**src/rtl/spu_pkg.sv**
```systemverilog
package spu_pkg;

    localparam int REG_AW = 8;

    localparam logic [REG_AW-1:0] OFF_CMD  = 8'h00;
    localparam logic [REG_AW-1:0] OFF_MODE = 8'h04;
    localparam logic [REG_AW-1:0] OFF_IEN  = 8'h08;
    localparam logic [REG_AW-1:0] OFF_IDIS = 8'h0C;
    localparam logic [REG_AW-1:0] OFF_MASK = 8'h10;
    localparam logic [REG_AW-1:0] OFF_STAT = 8'h14;
    localparam logic [REG_AW-1:0] OFF_RHR  = 8'h18;
    localparam logic [REG_AW-1:0] OFF_THR  = 8'h1C;
    localparam logic [REG_AW-1:0] OFF_DIV  = 8'h20;
    localparam logic [REG_AW-1:0] OFF_VER  = 8'hFC;

    // command pulse bit positions
    localparam int CMD_RX_RST = 2;
    localparam int CMD_TX_RST = 3;
    localparam int CMD_RX_ON  = 4;
    localparam int CMD_RX_OFF = 5;
    localparam int CMD_TX_ON  = 6;
    localparam int CMD_TX_OFF = 7;

    // status / mask flag positions
    localparam int FL_RX  = 0;
    localparam int FL_TX  = 1;
    localparam int FL_OVR = 5;
    localparam logic [31:0] FLAG_BITS = 32'h0000_0023;

    // mode register fields
    localparam int MD_PHASE = 8;
    localparam int MD_LOOP  = 15;
    localparam int MD_POL   = 16;
    localparam logic [3:0]  MD_MASTER = 4'hE;
    localparam logic [31:0] MODE_BITS = 32'h0001_81CF;

    typedef struct packed {
        logic master;
        logic pol;
        logic phase;
        logic loop;
    } lane_cfg_t;

endpackage

```
**src/rtl/spu_regfile.sv**
```systemverilog
module spu_regfile
    import spu_pkg::*;
#(
    parameter int          DIV_W   = 17,
    parameter int          DIV_RST = 6,
    parameter int          FRAME_W = 8,
    parameter logic [31:0] VERSION = 32'h0001_0200
) (
    input  logic              clk,
    input  logic              rst_n,
    input  logic              bus_wr,
    input  logic              bus_rd,
    input  logic [REG_AW-1:0] bus_addr,
    input  logic [31:0]       bus_wdata,
    output logic [31:0]       bus_rdata,
    input  logic              rx_rdy,
    input  logic              tx_rdy,
    input  logic              ovr,
    input  logic [FRAME_W-1:0] rhr,
    output lane_cfg_t         cfg,
    output logic [DIV_W-1:0]  div_raw,
    output logic              rx_en,
    output logic              tx_en,
    output logic              rx_rst,
    output logic              tx_rst,
    output logic              thr_wr,
    output logic              rhr_rd,
    output logic              irq
);

    typedef struct packed {
        logic [31:0]      mode;
        logic [31:0]      mask;
        logic [DIV_W-1:0] div;
        logic             rx_en;
        logic             tx_en;
    } rf_t;

    rf_t         s_d, s_q;
    logic [31:0] stat_word;

    always_comb begin
        stat_word         = '0;
        stat_word[FL_RX]  = rx_rdy;
        stat_word[FL_TX]  = tx_rdy;
        stat_word[FL_OVR] = ovr;

        s_d = s_q;
        if (bus_wr) begin
            case (bus_addr)
                OFF_CMD: begin
                    if (bus_wdata[CMD_RX_ON])  s_d.rx_en = 1'b1;
                    if (bus_wdata[CMD_RX_OFF]) s_d.rx_en = 1'b0;
                    if (bus_wdata[CMD_TX_ON])  s_d.tx_en = 1'b1;
                    if (bus_wdata[CMD_TX_OFF]) s_d.tx_en = 1'b0;
                end
                OFF_MODE: s_d.mode = bus_wdata & MODE_BITS;
                OFF_IEN:  s_d.mask = s_q.mask | (bus_wdata & FLAG_BITS);
                OFF_IDIS: s_d.mask = s_q.mask & ~bus_wdata;
                OFF_DIV:  s_d.div  = bus_wdata[DIV_W-1:0];
                default: ;
            endcase
        end

        case (bus_addr)
            OFF_MODE: bus_rdata = s_q.mode;
            OFF_MASK: bus_rdata = s_q.mask;
            OFF_STAT: bus_rdata = stat_word;
            OFF_RHR:  bus_rdata = {{(32-FRAME_W){1'b0}}, rhr};
            OFF_DIV:  bus_rdata = {{(32-DIV_W){1'b0}}, s_q.div};
            OFF_VER:  bus_rdata = VERSION;
            default:  bus_rdata = '0;
        endcase
    end

    always_ff @(posedge clk or negedge rst_n) begin
        if (!rst_n) begin
            s_q.mode  <= '0;
            s_q.mask  <= '0;
            s_q.div   <= DIV_W'(DIV_RST);
            s_q.rx_en <= 1'b0;
            s_q.tx_en <= 1'b0;
        end else begin
            s_q <= s_d;
        end
    end

    assign rx_rst     = bus_wr && (bus_addr == OFF_CMD) && bus_wdata[CMD_RX_RST];
    assign tx_rst     = bus_wr && (bus_addr == OFF_CMD) && bus_wdata[CMD_TX_RST];
    assign thr_wr     = bus_wr && (bus_addr == OFF_THR);
    assign rhr_rd     = bus_rd && (bus_addr == OFF_RHR);
    assign cfg.master = (s_q.mode[3:0] == MD_MASTER);
    assign cfg.pol    = s_q.mode[MD_POL];
    assign cfg.phase  = s_q.mode[MD_PHASE];
    assign cfg.loop   = s_q.mode[MD_LOOP];
    assign div_raw    = s_q.div;
    assign rx_en      = s_q.rx_en;
    assign tx_en      = s_q.tx_en;
    assign irq        = |(stat_word & s_q.mask);

    p_ien_sets_r11: assert property (@(posedge clk) disable iff (!rst_n)
        (bus_wr && bus_addr == OFF_IEN) |=>
        ((s_q.mask & $past(bus_wdata & FLAG_BITS)) == $past(bus_wdata & FLAG_BITS)));

    p_idis_clears_r11: assert property (@(posedge clk) disable iff (!rst_n)
        (bus_wr && bus_addr == OFF_IDIS) |=> ((s_q.mask & $past(bus_wdata)) == 32'h0));

    p_rx_off_wins_r3: assert property (@(posedge clk) disable iff (!rst_n)
        (bus_wr && bus_addr == OFF_CMD && bus_wdata[CMD_RX_OFF]) |=> !s_q.rx_en);

    p_tx_off_wins_r3: assert property (@(posedge clk) disable iff (!rst_n)
        (bus_wr && bus_addr == OFF_CMD && bus_wdata[CMD_TX_OFF]) |=> !s_q.tx_en);

endmodule

```
**src/rtl/spu_baud.sv**
```systemverilog
module spu_baud #(
    parameter int DIV_W   = 17,
    parameter int DIV_MIN = 6,
    parameter int DIV_MAX = 65536
) (
    input  logic             clk,
    input  logic             rst_n,
    input  logic             run,
    input  logic [DIV_W-1:0] div_raw,
    output logic             lead,
    output logic             trail
);

    localparam logic [DIV_W-1:0] LO = DIV_W'(DIV_MIN);
    localparam logic [DIV_W-1:0] HI = DIV_W'(DIV_MAX);

    logic [DIV_W-1:0] eff, half;
    logic [DIV_W-1:0] cnt_d, cnt_q;

    always_comb begin
        if (div_raw < LO)      eff = LO;
        else if (div_raw > HI) eff = HI;
        else                   eff = div_raw;
        half  = eff >> 1;
        lead  = run && (cnt_q == half - 1'b1);
        trail = run && (cnt_q >= eff - 1'b1);
        if (!run || trail) cnt_d = '0;
        else               cnt_d = cnt_q + 1'b1;
    end

    always_ff @(posedge clk or negedge rst_n) begin
        if (!rst_n) cnt_q <= '0;
        else        cnt_q <= cnt_d;
    end

    p_edges_apart_r6: assert property (@(posedge clk) disable iff (!rst_n)
        !(lead && trail));

    p_idle_quiet_r6: assert property (@(posedge clk) disable iff (!rst_n)
        !run |=> (cnt_q == '0));

endmodule

```
**src/rtl/spu_shifter.sv**
```systemverilog
module spu_shifter #(
    parameter int FRAME_W = 8
) (
    input  logic               clk,
    input  logic               rst_n,
    input  logic               start,
    input  logic [FRAME_W-1:0] start_data,
    input  logic               cpol,
    input  logic               cpha,
    input  logic               loop,
    input  logic               miso,
    input  logic               lead,
    input  logic               trail,
    input  logic               abort,
    output logic               busy,
    output logic               done,
    output logic [FRAME_W-1:0] rx_byte,
    output logic               sclk,
    output logic               mosi
);

    localparam int BIT_W = $clog2(FRAME_W);
    localparam logic [BIT_W-1:0] LAST_BIT = BIT_W'(FRAME_W - 1);

    typedef struct packed {
        logic               busy;
        logic               done;
        logic               sclk;
        logic               mosi;
        logic [FRAME_W-1:0] tx_sh;
        logic [FRAME_W-1:0] rx_sh;
        logic [BIT_W-1:0]   bit_cnt;
    } sh_t;

    sh_t  s_d, s_q;
    logic din;

    always_comb begin
        s_d      = s_q;
        s_d.done = 1'b0;
        din      = loop ? s_q.mosi : miso;

        if (abort) begin
            s_d.busy = 1'b0;
            s_d.sclk = cpol;
        end else if (!s_q.busy) begin
            s_d.sclk = cpol;
            if (start) begin
                s_d.busy    = 1'b1;
                s_d.bit_cnt = '0;
                if (!cpha) begin
                    s_d.mosi  = start_data[FRAME_W-1];
                    s_d.tx_sh = {start_data[FRAME_W-2:0], 1'b0};
                end else begin
                    s_d.tx_sh = start_data;
                end
            end
        end else if (lead) begin
            s_d.sclk = ~s_q.sclk;
            if (!cpha) begin
                s_d.rx_sh = {s_q.rx_sh[FRAME_W-2:0], din};
            end else begin
                s_d.mosi  = s_q.tx_sh[FRAME_W-1];
                s_d.tx_sh = {s_q.tx_sh[FRAME_W-2:0], 1'b0};
            end
        end else if (trail) begin
            s_d.sclk = ~s_q.sclk;
            if (!cpha) begin
                s_d.mosi  = s_q.tx_sh[FRAME_W-1];
                s_d.tx_sh = {s_q.tx_sh[FRAME_W-2:0], 1'b0};
            end else begin
                s_d.rx_sh = {s_q.rx_sh[FRAME_W-2:0], din};
            end
            if (s_q.bit_cnt == LAST_BIT) begin
                s_d.busy = 1'b0;
                s_d.done = 1'b1;
            end else begin
                s_d.bit_cnt = s_q.bit_cnt + 1'b1;
            end
        end
    end

    always_ff @(posedge clk or negedge rst_n) begin
        if (!rst_n) s_q <= '0;
        else        s_q <= s_d;
    end

    assign busy    = s_q.busy;
    assign done    = s_q.done;
    assign rx_byte = s_q.rx_sh;
    assign sclk    = s_q.sclk;
    assign mosi    = s_q.mosi;

    p_mosi_hold_r4: assert property (@(posedge clk) disable iff (!rst_n)
        (s_q.busy && !lead && !trail && !abort) |=> $stable(s_q.mosi));

    p_idle_level_r10: assert property (@(posedge clk) disable iff (!rst_n)
        abort |=> (!s_q.busy && s_q.sclk == $past(cpol) && !s_q.done));

    p_done_ends_r4: assert property (@(posedge clk) disable iff (!rst_n)
        s_q.done |-> (!s_q.busy && s_q.sclk == $past(s_q.sclk) ^ 1'b1));

endmodule

```
**src/rtl/spu_buffers.sv**
```systemverilog
module spu_buffers #(
    parameter int FRAME_W = 8
) (
    input  logic               clk,
    input  logic               rst_n,
    input  logic               thr_wr,
    input  logic [FRAME_W-1:0] wdata,
    input  logic               rhr_rd,
    input  logic               rx_rst,
    input  logic               tx_rst,
    input  logic               rx_en,
    input  logic               tx_en,
    input  logic               mode_ok,
    input  logic               busy,
    input  logic               done,
    input  logic [FRAME_W-1:0] rx_byte,
    output logic               start,
    output logic [FRAME_W-1:0] start_data,
    output logic [FRAME_W-1:0] rhr,
    output logic               rx_rdy,
    output logic               tx_rdy,
    output logic               ovr
);

    typedef struct packed {
        logic [FRAME_W-1:0] thr;
        logic               thr_full;
        logic [FRAME_W-1:0] rhr;
        logic               rx_rdy;
        logic               ovr;
    } buf_t;

    buf_t s_d, s_q;

    always_comb begin
        start = s_q.thr_full && tx_en && mode_ok && !busy && !tx_rst;
        s_d   = s_q;

        if (start)  s_d.thr_full = 1'b0;
        if (thr_wr) begin
            s_d.thr      = wdata;
            s_d.thr_full = 1'b1;
        end
        if (tx_rst) s_d.thr_full = 1'b0;

        if (rhr_rd) s_d.rx_rdy = 1'b0;
        if (done && rx_en) begin
            s_d.rhr    = rx_byte;
            s_d.rx_rdy = 1'b1;
            if (s_q.rx_rdy && !rhr_rd) s_d.ovr = 1'b1;
        end
        if (rx_rst) begin
            s_d.rx_rdy = 1'b0;
            s_d.ovr    = 1'b0;
        end
    end

    always_ff @(posedge clk or negedge rst_n) begin
        if (!rst_n) s_q <= '0;
        else        s_q <= s_d;
    end

    assign start_data = s_q.thr;
    assign rhr        = s_q.rhr;
    assign rx_rdy     = s_q.rx_rdy;
    assign tx_rdy     = !s_q.thr_full;
    assign ovr        = s_q.ovr;

    p_ovr_needs_unread_r9: assert property (@(posedge clk) disable iff (!rst_n)
        $rose(s_q.ovr) |-> $past(s_q.rx_rdy));

    p_rx_reset_r9: assert property (@(posedge clk) disable iff (!rst_n)
        rx_rst |=> (!s_q.rx_rdy && !s_q.ovr));

    p_thr_busy_r7: assert property (@(posedge clk) disable iff (!rst_n)
        (thr_wr && !tx_rst) |=> s_q.thr_full);

    p_tx_reset_r10: assert property (@(posedge clk) disable iff (!rst_n)
        tx_rst |=> !s_q.thr_full);

endmodule

```
**src/rtl/spi_regport.sv**
```systemverilog
module spi_regport
    import spu_pkg::*;
#(
    parameter int          FRAME_W = 8,
    parameter int          DIV_W   = 17,
    parameter int          DIV_MIN = 6,
    parameter int          DIV_MAX = 65536,
    parameter logic [31:0] VERSION = 32'h0001_0200
) (
    input  logic        clk,
    input  logic        rst_n,
    input  logic        bus_wr,
    input  logic        bus_rd,
    input  logic [7:0]  bus_addr,
    input  logic [31:0] bus_wdata,
    output logic [31:0] bus_rdata,
    output logic        irq,
    output logic        sclk,
    output logic        mosi,
    input  logic        miso
);

    lane_cfg_t          cfg;
    logic [DIV_W-1:0]   div_raw;
    logic               rx_en, tx_en, rx_rst, tx_rst, thr_wr, rhr_rd;
    logic               rx_rdy, tx_rdy, ovr;
    logic [FRAME_W-1:0] rhr, start_data, rx_byte;
    logic               start, busy, done, lead, trail;

    spu_regfile #(
        .DIV_W(DIV_W), .DIV_RST(DIV_MIN), .FRAME_W(FRAME_W), .VERSION(VERSION)
    ) u_regs (
        .clk(clk), .rst_n(rst_n),
        .bus_wr(bus_wr), .bus_rd(bus_rd), .bus_addr(bus_addr),
        .bus_wdata(bus_wdata), .bus_rdata(bus_rdata),
        .rx_rdy(rx_rdy), .tx_rdy(tx_rdy), .ovr(ovr), .rhr(rhr),
        .cfg(cfg), .div_raw(div_raw), .rx_en(rx_en), .tx_en(tx_en),
        .rx_rst(rx_rst), .tx_rst(tx_rst), .thr_wr(thr_wr), .rhr_rd(rhr_rd),
        .irq(irq)
    );

    spu_buffers #(.FRAME_W(FRAME_W)) u_bufs (
        .clk(clk), .rst_n(rst_n),
        .thr_wr(thr_wr), .wdata(bus_wdata[FRAME_W-1:0]), .rhr_rd(rhr_rd),
        .rx_rst(rx_rst), .tx_rst(tx_rst), .rx_en(rx_en), .tx_en(tx_en),
        .mode_ok(cfg.master), .busy(busy), .done(done), .rx_byte(rx_byte),
        .start(start), .start_data(start_data), .rhr(rhr),
        .rx_rdy(rx_rdy), .tx_rdy(tx_rdy), .ovr(ovr)
    );

    spu_baud #(.DIV_W(DIV_W), .DIV_MIN(DIV_MIN), .DIV_MAX(DIV_MAX)) u_baud (
        .clk(clk), .rst_n(rst_n), .run(busy && !tx_rst), .div_raw(div_raw),
        .lead(lead), .trail(trail)
    );

    spu_shifter #(.FRAME_W(FRAME_W)) u_shift (
        .clk(clk), .rst_n(rst_n),
        .start(start), .start_data(start_data),
        .cpol(cfg.pol), .cpha(cfg.phase), .loop(cfg.loop), .miso(miso),
        .lead(lead), .trail(trail), .abort(tx_rst),
        .busy(busy), .done(done), .rx_byte(rx_byte),
        .sclk(sclk), .mosi(mosi)
    );

endmodule

```
**config.mk**
```make
export PLATFORM = sky130hd
export DESIGN_NAME = spi_regport
export DESIGN_NICKNAME = d
export VERILOG_FILES = /design/src/rtl/spu_pkg.sv /design/src/rtl/spu_regfile.sv /design/src/rtl/spu_baud.sv /design/src/rtl/spu_shifter.sv /design/src/rtl/spu_buffers.sv /design/src/rtl/spi_regport.sv
export SDC_FILE = /design/constraint.sdc
export NUM_CORES = 1
export LEC_CHECK = 0
export ABC_AREA = 1
export ABC_CLOCK_PERIOD_IN_PS = 9500
export BUFFER_PORTS_ARGS = -buffer_cell sky130_fd_sc_hd__clkbuf_2
export CAP_MARGIN = 0
export CORE_UTILIZATION = 45
export CTS_CLUSTER_DIAMETER = 40
export CTS_CLUSTER_SIZE = 8
export DETAILED_ROUTE_END_ITERATION = 10
export MAX_ROUTING_LAYER = met4
export PLACE_DENSITY = 0.69
export SLEW_MARGIN = 10
export SYNTH_ARGS = -nofsm -noshare
export SYNTH_HDL_FRONTEND = slang
export SYNTH_SLANG_ARGS = --single-unit
```
**constraint.sdc**
```tcl
create_clock -name clk -period 9.5 [get_ports clk]
set_input_delay 1.9 -clock clk [delete_from_list [all_inputs] [get_ports clk]]
set_output_delay 1.9 -clock clk [all_outputs]
set_load 0.01 [all_outputs]
```
==> impl_results.md, run 1 <==
* Crit path buf inv count at 5
* Synth top area cells: dfrtp_1 41%, nand2_1 12%, inv_1 6.5%, a21oi_1 4.5%, nand3_1 4.5%
* Synth Register Bits at ~120
* Clk Latency, worst-skew pair at roughly 420 ps
* Most numerous cell in the Yosys netlist: nand2_1
* DIE WIDTH at 128 um
* First-pass GRT wire length at 31.1 mm
* Routed wl met2 at around 8.5 mm
* Max-slew violations at 0
* Largest net degree at the start of global routing at around 70
* # diodes at 0
* CP cell instances: clkbuf_2 -> nor2_1 -> inv_1 -> nor3_1 -> inv_1 -> nor2_1 -> inv_2 -> o22ai_1 -> a221o_1 -> clkbuf_2
* Internal at 1.00 mW
* RD Place Congestion at 0.900
* Final #Nets at 1097
* Layout area overhead at 15.5%
* Via count at between 6000 and 7000
* Crit path max fanout at 28
* Core area at 15400 um2
* Drt first pass iters at 6
* WL final at between 15 and 20 mm
* Root buffer cell: clkbuf_16
* IO Pins at 80
* Worst-margin pin slew at 963 ps
* H-tree depth at 4
* Final setup vio count at 0
* Vias/cell at 5.28
* Crit-path slowest cell: nor3_1
* Worst VDD drop at 119 uV
* Mapped Cells at 949
* Post-Synthesis Cell Area at 7180 um2
* RSZ-0062 raised after global routing: false
* Largest stage delay, worst path at 350 ps
* WP data arrival at 3750 ps
* Routed wire per std cell at roughly 15 um
* Fin crit share at between 50% and 60%
* Post-DRT Antenna Nets at 0
* Crit-path leading delay family: simple AND/OR/NAND/NOR gates
* Met3 wire length at about 1.2 mm
* Critical Path Start Type: input port
* Pwr Total at between 1.5 and 2 mW
* Die area at 16500 um2
* Hold WS at 475 ps
* Status: finished clean
* CTS max path bufs at 2
* Initial antenna violation count at 0
* WS Path Type: in2out
* Inst Count DP at 1222
* Fillers at ~1500
* Port-buffer cells at 79
* PostCTS Resize Cnt at 0
* Hold-fix buffers, CTS at 0
* Clock network power share at 40.9%
* Ys Warns at 0
* Sequential area share after synthesis at 41.5%
* Postcts setup bufs at 0
* Setup TNS at 0 ps
* Fraction of layout cells with a size suffix above 1 at 15.3%
* CTS tree: built
* Final Hold Vio Count at 0
* Avg Cell Area, Syn at 7.57 um2
* Post-route insts no fill at approximately 1300
* Synth top area share at 40.8%
* Top cells by count, synth: 239 x nand2_1, 125 x inv_1, 117 x dfrtp_1
* P_leak at about 4.4 nW
* DP HPWL at 14.2 mm
* Overflow left after global routing at 0
* CTS Buf Count at 17
* Clk_skew at 12.6 ps
* PD cells at around 180 nW/um2
* Drt initial violations at 452
* Starting Density at 46.7%
* Worst Path Required at 7600 ps
* Reg clk slew, reported paths at 60 ps
* Sw frac at 33.4%
* Worst Setup End Kind: output pin
* Worst Hold Class: reg2reg
* Ys flop type: dfrtp_1
* Syn Nets at ~1000
* Slew headroom at 35.7%
* Finished Core Util at 54.0%
* NetSw at 0.503 mW
* Number of global-route vias before repair at 6126
* Post-synth ARST share at 100%
* Netlist cell types at 53
* Overall global routing resource usage at 25.0%
* Tmin final at 5650 ps
* Seq pwr share at 40.1%
* Top layer used by detailed routing: met4
* Total of max-cap violations at 0
* Chip height at between 100 and 150 um
* Num Clock Sinks at 119
* Num rows at 45
* Metal-1 WL at 8.81 mm
* DRC violations left at 0
* Combinational share of power at a little under a fifth
* Fmax at ~180 MHz
* Area leader, netlist: dfrtp_1
* Number of synthesized flops with an enable pin at 0
## worst min-delay path: stages (launching register included)
cell and delay [ps]:
dfrtp_1 340, nand2_1 60, nand2_1 50
## cell usage in the layout (no fill, tap or decap), drive strengths merged, types with 9 or more instances in the layout
cell type  Yosys  layout
nor3          18      18
nor2          86      86
inv          130     138
nand4         15      15
nand2        251     251
o21ai         62      62
nand3         69      69
dfrtp        117     117
clkinv         4       9
a21oi         65      65
xnor2         12      12
clkbuf        13      95
xor2          15      15
ha            22      22
## registers in the layout (all words and copies together), names as in the netlist, named ones only
register,flops
u_bufs.s_q,1
u_shift.s_q,11
u_regs.div_raw,17
u_baud.cnt_q,17
u_bufs.rx_rdy,1
u_shift.mosi,1
u_regs.cfg,3
u_shift.sclk,1
u_regs.tx_en,1
u_regs.s_q,35
u_shift.done,1
u_bufs.start_data,8
u_shift.rx_byte,8
u_regs.rx_en,1
u_shift.busy,1
u_bufs.ovr,1
u_bufs.rhr,8
## metrics by stage
step,setup WS [ps],cell area [um2]
4_1_cts,3880,8300
3_3_place_gp,3950,7740
6_report,3850,8300
5_1_grt,3620,8300
2_1_floorplan,4100,7180
3_5_place_dp,3890,7740
## logic make-up after synthesis
group / count (synthesis) / synth area share, %
buffers and inverters: 156 / 9.08
AOI/OAI and AO/OA: 157 / 12.5
muxes: 6 / 0.888
adders and majority gates: 22 / 3.83
xor gates and xnor gates: 28 / 3.61
DFF: 119 / 41.5
and+or+nand+nor: 461 / 28.6
## power groups by stage
stage          combinational, mW  clock, mW  sequential, mW
6_report                   0.286      0.617           0.604
5_1_grt                    0.327      0.643           0.611
4_1_cts                    0.286      0.624           0.603
3_5_place_dp               0.285          0           0.611
3_3_place_gp               0.278          0           0.611
2_1_floorplan              0.215          0           0.594
## metal layers
layer	global-route usage, %	vias to the layer above
met5	-	-
met4	6.37	0
met3	4.74	24
met2	38.1	233
met1	34.3	3110
li1	-	3259
## final cells by class
class | count | area [um2] | share of cell area [%]
clock buffer | 17 | 425 | 5.13
clock inverter | 15 | 133 | 1.60
inverter | 134 | 503 | 6.06
multi-input combinational | 674 | 3560 | 42.9
sequential | 119 | 2980 | 35.9
tap | 211 | 264 | 3.18
timing repair buffer | 84 | 435 | 5.25
## worst paths after layout
check | from | to | slack [ps] | cells after the start
max in group asynchronous | rst_n | u_shift.s_q[2] | 6700 | 2
min in group asynchronous | rst_n | u_baud.cnt_q[12] | 1490 | 1
max reg2reg | u_regs.div_raw[6] | u_shift.rx_byte[0] | 4380 | 28
min reg2reg | u_shift.rx_byte[4] | u_shift.rx_byte[4] | 480 | 2
max | bus_addr[7] | bus_rdata[2] | 3850 | 10
min | u_shift.rx_byte[4] | u_shift.rx_byte[4] | 480 | 2
Note: power is estimated with default switching activity, not from simulation.
==> inputs of run 2 (changes only) <==
--- a/config.mk
+++ b/config.mk
@@ -6,7 +6,7 @@
 export NUM_CORES = 1
 export LEC_CHECK = 0
 export ABC_AREA = 1
-export ABC_CLOCK_PERIOD_IN_PS = 9500
+export ABC_CLOCK_PERIOD_IN_PS = 4900
 export BUFFER_PORTS_ARGS = -buffer_cell sky130_fd_sc_hd__clkbuf_2
 export CAP_MARGIN = 0
 export CORE_UTILIZATION = 45
@@ -14,7 +14,7 @@
 export CTS_CLUSTER_SIZE = 8
 export DETAILED_ROUTE_END_ITERATION = 10
 export MAX_ROUTING_LAYER = met4
-export PLACE_DENSITY = 0.69
+export PLACE_DENSITY = 0.71
 export SLEW_MARGIN = 10
 export SYNTH_ARGS = -nofsm -noshare
 export SYNTH_HDL_FRONTEND = slang
==> constraint.sdc (replaced) <==
create_clock -name clk -period 4.9 [get_ports clk]
set_input_delay 0.98 -clock clk [delete_from_list [all_inputs] [get_ports clk]]
set_output_delay 0.98 -clock clk [all_outputs]
set_load 0.01 [all_outputs]
==> impl_results.md, run 2 (synthesis results as in run 1) <==
* Core area at 15400 um2 (unchanged)
* Final Hold Vio Count at 0 (unchanged)
* Commonest non-fill, non-tap cell in the layout: nand2_1 (unchanged)
* Worst R2R End: u_shift.rx_byte[4] (was u_shift.rx_byte[0])
* Clk Latency, worst-skew pair at 430 ps (was 420 ps)
* Max reg flops at 35 (unchanged)
* Most frequent cells in the layout: 238 x nand2_1, 124 x inv_1, 115 x dfrtp_1 (was 239 x nand2_1, 125 x inv_1, 117 x dfrtp_1)
* Drt first pass iters at 7 (was 6)
* PD cells at 357 nW/um2 (was 182 nW/um2)
* Worst hold path endpoint: u_shift.rx_byte[2] (was u_shift.rx_byte[4])
* RD Place Congestion at 0.997 (was 0.900)
* Worst Path Required at 5210 ps (was 7600 ps)
* Routed wire per std cell at 15.6 um (was 15.0 um)
* Reg clk slew, reported paths at 70 ps (was 60 ps)
* Top Usage Layer GRT: met2 (unchanged)
* Fraction of layout cells with a size suffix above 1 at 16.8% (was 15.3%)
* Fmax at around 230 MHz
* Final instance area at 8430 um2 (was 8300 um2)
* Layout area overhead at 17.4% (was 15.5%)
* Num Clock Sinks at 119 (unchanged)
* Overall global routing resource usage at 26.2% (was 25.0%)
* R2R setup slack at 490 ps (was 4380 ps)
* IO Pins at 80 (unchanged)
* Number of global-route vias before repair at 6319 (was 6126)
* Met1 Use GR at 35.4% (was 34.3%)
* Critical Path Start Type: flop (was input port)
* WS Path Type: reg2reg (was in2out)
* Starting Density at 46.7% (unchanged)
* Met3 GRT Util at 4.07% (was 4.74%)
* Largest net degree at the start of global routing at 58 (was 69)
* DP HPWL at 14.6 mm (was 14.2 mm)
* DRC violations left at 0 (unchanged)
* Hold_sp: u_shift.rx_byte[2] (was u_shift.rx_byte[4])
* H-tree depth at 4 (unchanged)
* Max-slew violations at 0 (unchanged)
* Final #Nets at 1106 (was 1097)
* Biggest register: u_regs.s_q (unchanged)
* Drt initial violations at 524 (was 452)
* Clk_skew at 10.0 ps (was 12.6 ps)
* Worst Hold Class: reg2reg (unchanged)
* Worst VDD drop at 251 uV (was 119 uV)
* CTS Buf Count at 17 (unchanged)
* WP data arrival at 4730 ps (was 3750 ps)
* Via count at 6735 (was 6626)
* Tmin final at approximately 4400 ps
* RSZ-0062 raised after global routing: false (unchanged)
* Worst-margin pin slew at 999 ps (was 963 ps)
* P_leak at 4.44 nW (was 4.37 nW)
* DIE WIDTH at 128 um (unchanged)
* Fin crit share at 90.1%
* Post-DRT Antenna Nets at 0 (unchanged)
* R2R cell count at 22 (was 28)
* Met2 GRT Util at 39.9% (was 38.1%)
* Vias/cell at 5.33 (was 5.28)
* Num rows at 45 (unchanged)
* Total of max-cap violations at 0 (unchanged)
* WL final at 19.7 mm (was 18.8 mm)
* Chip height at 128 um (unchanged)
* Worst Setup End Kind: flop (was output pin)
* Placed Area at 7800 um2 (was 7740 um2)
* # diodes at 0 (unchanged)
* CTS max path bufs at 2 (unchanged)
* Root buffer cell: clkbuf_16 (unchanged)
* Reg-to-reg startpoint: u_regs.div_raw[3] (was u_regs.div_raw[6])
* CTS tree: built (unchanged)
* Status: finished clean (unchanged)
* Port-buffer cells at 79 (unchanged)
* Cell depth of the worst hold path at 2 (unchanged)
* Slew headroom at 33.3% (was 35.7%)
* Initial antenna violation count at 0 (unchanged)
* First-pass GRT wire length at 32.3 mm (was 31.1 mm)
* Setup TNS at 0 ps (unchanged)
* Crit path max fanout at 9 (was 28)
* Die area at 16500 um2 (unchanged)
* Final setup vio count at 0 (unchanged)
* Overflow left after global routing at 0 (unchanged)
run 2: changes by cell type in the layout (fill, tap and decap cells not counted), sizes merged:
cell      delta
buf          +9
clkinv       +1
clkinvlp     -1
run 2: routing by layer:
layer  vias to the layer above  wire length, um
li1                       3290                -
met3                        34             1220
met5                         -                0
met2                       251             9180
met4                         0              436
met1                      3160             8850
run 2: critical path: stages, from the launching register on:
cell,delay [ps]
dfrtp_1,440
or2_1,260
nor2_2,140
nand3b_1,200
nand3_1,240
ha_1,220
nand3_1,190
nor2_1,300
nand2_1,120
xnor2_1,150
ha_1,330
inv_1,50
nor3_1,210
nor3b_2,250
nand3_1,110
o2111ai_2,230
nand2_2,180
inv_2,140
nand2_1,70
nand2_2,190
nand2_2,150
nand2_1,90
nand2_1,50
run 2: power by group:
part / switching [mW] / internal [mW] / total [mW]
Sequential: 0.0934 / 1.07 / 1.17
Clock: 0.575 / 0.690 / 1.26
Combinational: 0.367 / 0.214 / 0.581
Total: 1.04 / 1.98 / 3.01
run 2: timing repair:
action                                 4_1_cts  5_1_grt
hold buffers                                 0        0
resized for setup                            0        8
setup buffers                                0        1
setup endpoints to repair                    0       21
endpoints found under the hold margin        0        0
run 2: how the worst max path moves through the flow:
stage,depth (start not counted),end,start
floorplan,28,u_shift.s_q[0],u_regs.div_raw[1]
global placement,23,u_shift.rx_byte[6],u_regs.div_raw[5]
detailed placement,28,u_shift.rx_byte[6],u_regs.div_raw[5]
CTS,28,u_shift.rx_byte[4],u_regs.div_raw[1]
global route,28,u_shift.rx_byte[4],u_regs.div_raw[1]
finish,22,u_shift.rx_byte[4],u_regs.div_raw[3]
run 2: metrics by stage:
stage                     hold WS, ps  setup WS (ps)  utilization [%]  std cells  power, mW
after global placement            455            347             50.7       1230       1.74
after global routing              499           44.8             54.9       1263       3.16
after CTS                         474            222             54.7       1262       3.02
after floorplan                   438            982                -        949       1.57
final                             474            486             54.9       1263       3.01
after detailed placement          459            238             50.7       1230       1.75
run 2: cell type report:
type	instances	area (um2)
Clock buffer	17	425
Clock inverter	15	180
Fill cell	1376	6940
Inverter	134	503
Multi-Input combinational cell	674	3580
Sequential cell	119	2980
Tap cell	211	264
Timing Repair Buffer	93	503
==> inputs of run 3 (changes only) <==
--- a/config.mk
+++ b/config.mk
@@ -9,12 +9,12 @@
 export ABC_CLOCK_PERIOD_IN_PS = 4900
 export BUFFER_PORTS_ARGS = -buffer_cell sky130_fd_sc_hd__clkbuf_2
 export CAP_MARGIN = 0
-export CORE_UTILIZATION = 45
+export CORE_UTILIZATION = 50
 export CTS_CLUSTER_DIAMETER = 40
 export CTS_CLUSTER_SIZE = 8
 export DETAILED_ROUTE_END_ITERATION = 10
 export MAX_ROUTING_LAYER = met4
-export PLACE_DENSITY = 0.71
+export PLACE_DENSITY = 0.77
 export SLEW_MARGIN = 10
 export SYNTH_ARGS = -nofsm -noshare
 export SYNTH_HDL_FRONTEND = slang
==> impl_results.md, run 3 (synthesis results as in run 1) <==
* Port-buffer cells at 79 (unchanged)
* Post-DRT Antenna Nets at 0 (unchanged)
* Starting Density at 51.5% (was 46.7%)
* PostCTS Resize Cnt at 0 (unchanged)
* Final #Nets at 1101 (was 1106)
* Fillers at 1247 (was 1376)
* RD Place Congestion at 1.07 (was 0.997)
* Postcts setup bufs at 0 (unchanged)
* Num Clock Sinks at 119 (unchanged)
* IO Pins at 80 (unchanged)
* Chip height at 122 um (was 128 um)
* Initial antenna violation count at 0 (unchanged)
* Drt first pass iters at 5 (was 7)
* Hold WS at 473 ps (was 474 ps)
* WS Path Type: reg2reg (unchanged)
* DP HPWL at 14.2 mm (was 14.6 mm)
* PD cells at 360 nW/um2 (was 357 nW/um2)
* Total of max-cap violations at 0 (unchanged)
* DRC violations left at 0 (unchanged)
* # diodes at 0 (unchanged)
* WL final at 19.1 mm (was 19.7 mm)
* Num rows at 43 (was 45)
* CTS max path bufs at 2 (unchanged)
* Overall global routing resource usage at 28.1% (was 26.2%)
* Setup TNS at 0 ps (unchanged)
* Number of global-route vias before repair at 6196 (was 6319)
* CTS tree: built (unchanged)
* First-pass GRT wire length at 30.9 mm (was 32.3 mm)
* H-tree depth at 4 (unchanged)
* P_leak at 4.41 nW (was 4.44 nW)
* Post-route insts no fill at 1227 (was 1263)
* Slew headroom at 35.0% (was 33.3%)
* Worst Path Required at 5210 ps (about the same)
* Fraction of layout cells with a size suffix above 1 at 16.2% (was 16.8%)
* Max reg flops at 35 (unchanged)
* Worst Hold Class: reg2reg (unchanged)
* Worst VDD drop at 273 uV (was 251 uV)
* Overflow left after global routing at 0 (unchanged)
* Tmin final at 4440 ps (was 4410 ps)
* Clk_skew at 8.75 ps (was 10.0 ps)
* Die area at 14800 um2 (was 16500 um2)
* Final setup vio count at 0 (unchanged)
* Final Hold Vio Count at 0 (unchanged)
* Largest net degree at the start of global routing at 68 (was 58)
* Reg clk slew, reported paths at 60 ps (was 70 ps)
* Root buffer cell: clkbuf_16 (unchanged)
* RSZ-0062 raised after global routing: false (unchanged)
* Reg-to-reg startpoint: u_regs.div_raw[8] (was u_regs.div_raw[3])
* Via count at 6835 (was 6735)
* CTS Buf Count at 17 (unchanged)
* Clk Latency, worst-skew pair at 420 ps (was 430 ps)
* Hold_sp: u_shift.rx_byte[4] (was u_shift.rx_byte[2])
* WP data arrival at 4750 ps (was 4730 ps)
* Max-slew violations at 0 (unchanged)
* Fmax at 225 MHz (was 227 MHz)
* Worst Setup End Kind: flop (unchanged)
* Core area at 13900 um2 (was 15400 um2)
* CP startpoint: u_regs.div_raw[8] (was u_regs.div_raw[3])
* DIE WIDTH at 122 um (was 128 um)
* Vias/cell at 5.57 (was 5.33)
* Fin crit share at 90.6% (was 90.1%)
* Worst-margin pin slew at 973 ps (was 999 ps)
* Most frequent cells in the layout: 238 x nand2_1, 125 x inv_1, 115 x dfrtp_1 (was 238 x nand2_1, 124 x inv_1, 115 x dfrtp_1)
* Routed wire per std cell at 15.6 um (about the same)
* Biggest register: u_regs.s_q (unchanged)
* Crit path max fanout at 9 (unchanged)
* Layout area overhead at 16.2% (was 17.4%)
* Critical Path Start Type: flop (unchanged)
* Commonest non-fill, non-tap cell in the layout: nand2_1 (unchanged)
* Hold-fix buffers, CTS at 0 (unchanged)
* Inst Count DP at 1195 (was 1230)
* Drt initial violations at 578 (was 524)
* Status: finished clean (unchanged)
-- run 3: cell count changes in the layout (fill, tap and decap cells not counted), sizes merged --
cell / delta
buf: -5
bufinv: +2
clkinv: -2
clkinvlp: +2
inv: -2
-- run 3: worst max-delay path, cell delays in order, from the launching register on --
cell,delay [ps]
dfrtp_1,460
or2_1,250
nor2_2,140
nand3b_1,200
nand2_1,180
inv_1,80
ha_1,230
nand2_1,200
inv_1,90
nand2_1,120
nor2_1,100
nand2_1,90
xnor2_1,70
ha_1,300
inv_1,50
nor3_1,230
nor3b_2,250
nand3_1,110
o2111ai_2,250
nand2_2,180
inv_1,170
nand2_1,80
nand2_2,190
nand2_2,150
nand2_1,100
nand2_1,50
-- run 3: where the power goes --
group | internal, mW | switching (mW)
sequential | 1.07 | 0.0984
clock | 0.760 | 0.498
combinational | 0.211 | 0.361
total | 2.04 | 0.958
-- run 3: final cells by class --
type                       count  area (um2)  share of cell area [%]
clock buffer                  17         425                    5.10
sequential                   119        2980                    35.7
multi-input combinational    674        3570                    42.8
clock inverter                15         168                    2.01
inverter                     134         503                    6.03
tap                          180         225                    2.70
timing repair buffer          88         469                    5.62
-- run 3: per-stage QoR --
stage	setup slack [ps]	util (%)	power [mW]	area [um2]
floorplan	982	-	1.57	7180
global placement	432	55.5	1.73	7730
detailed placement	191	55.5	1.74	7730
CTS	185	59.7	3.00	8320
global route	23.6	59.9	3.14	8350
finish	460	59.9	3.00	8350
-- run 3: path summary, 6_finish.rpt --
check | endpoint | slack (ps) | cells after the start
worst min-delay path | u_shift.rx_byte[4] | 470 | 2
min in group asynchronous | u_baud.cnt_q[10] | 680 | 1
worst min register to register | u_shift.rx_byte[4] | 470 | 2
max in group asynchronous | u_regs.s_q[27] | 3330 | 2
worst max-delay path | u_shift.rx_byte[6] | 460 | 25
worst max register to register | u_shift.rx_byte[6] | 460 | 25
-- run 3: metal layers --
| layer | global-route usage, % | share of wire (%) |
|---|---|---|
| met5 | - | 0 |
| met4 | 10.6 | 3.0 |
| met3 | 5.99 | 7.7 |
| met2 | 41.7 | 45 |
| met1 | 37.6 | 45 |
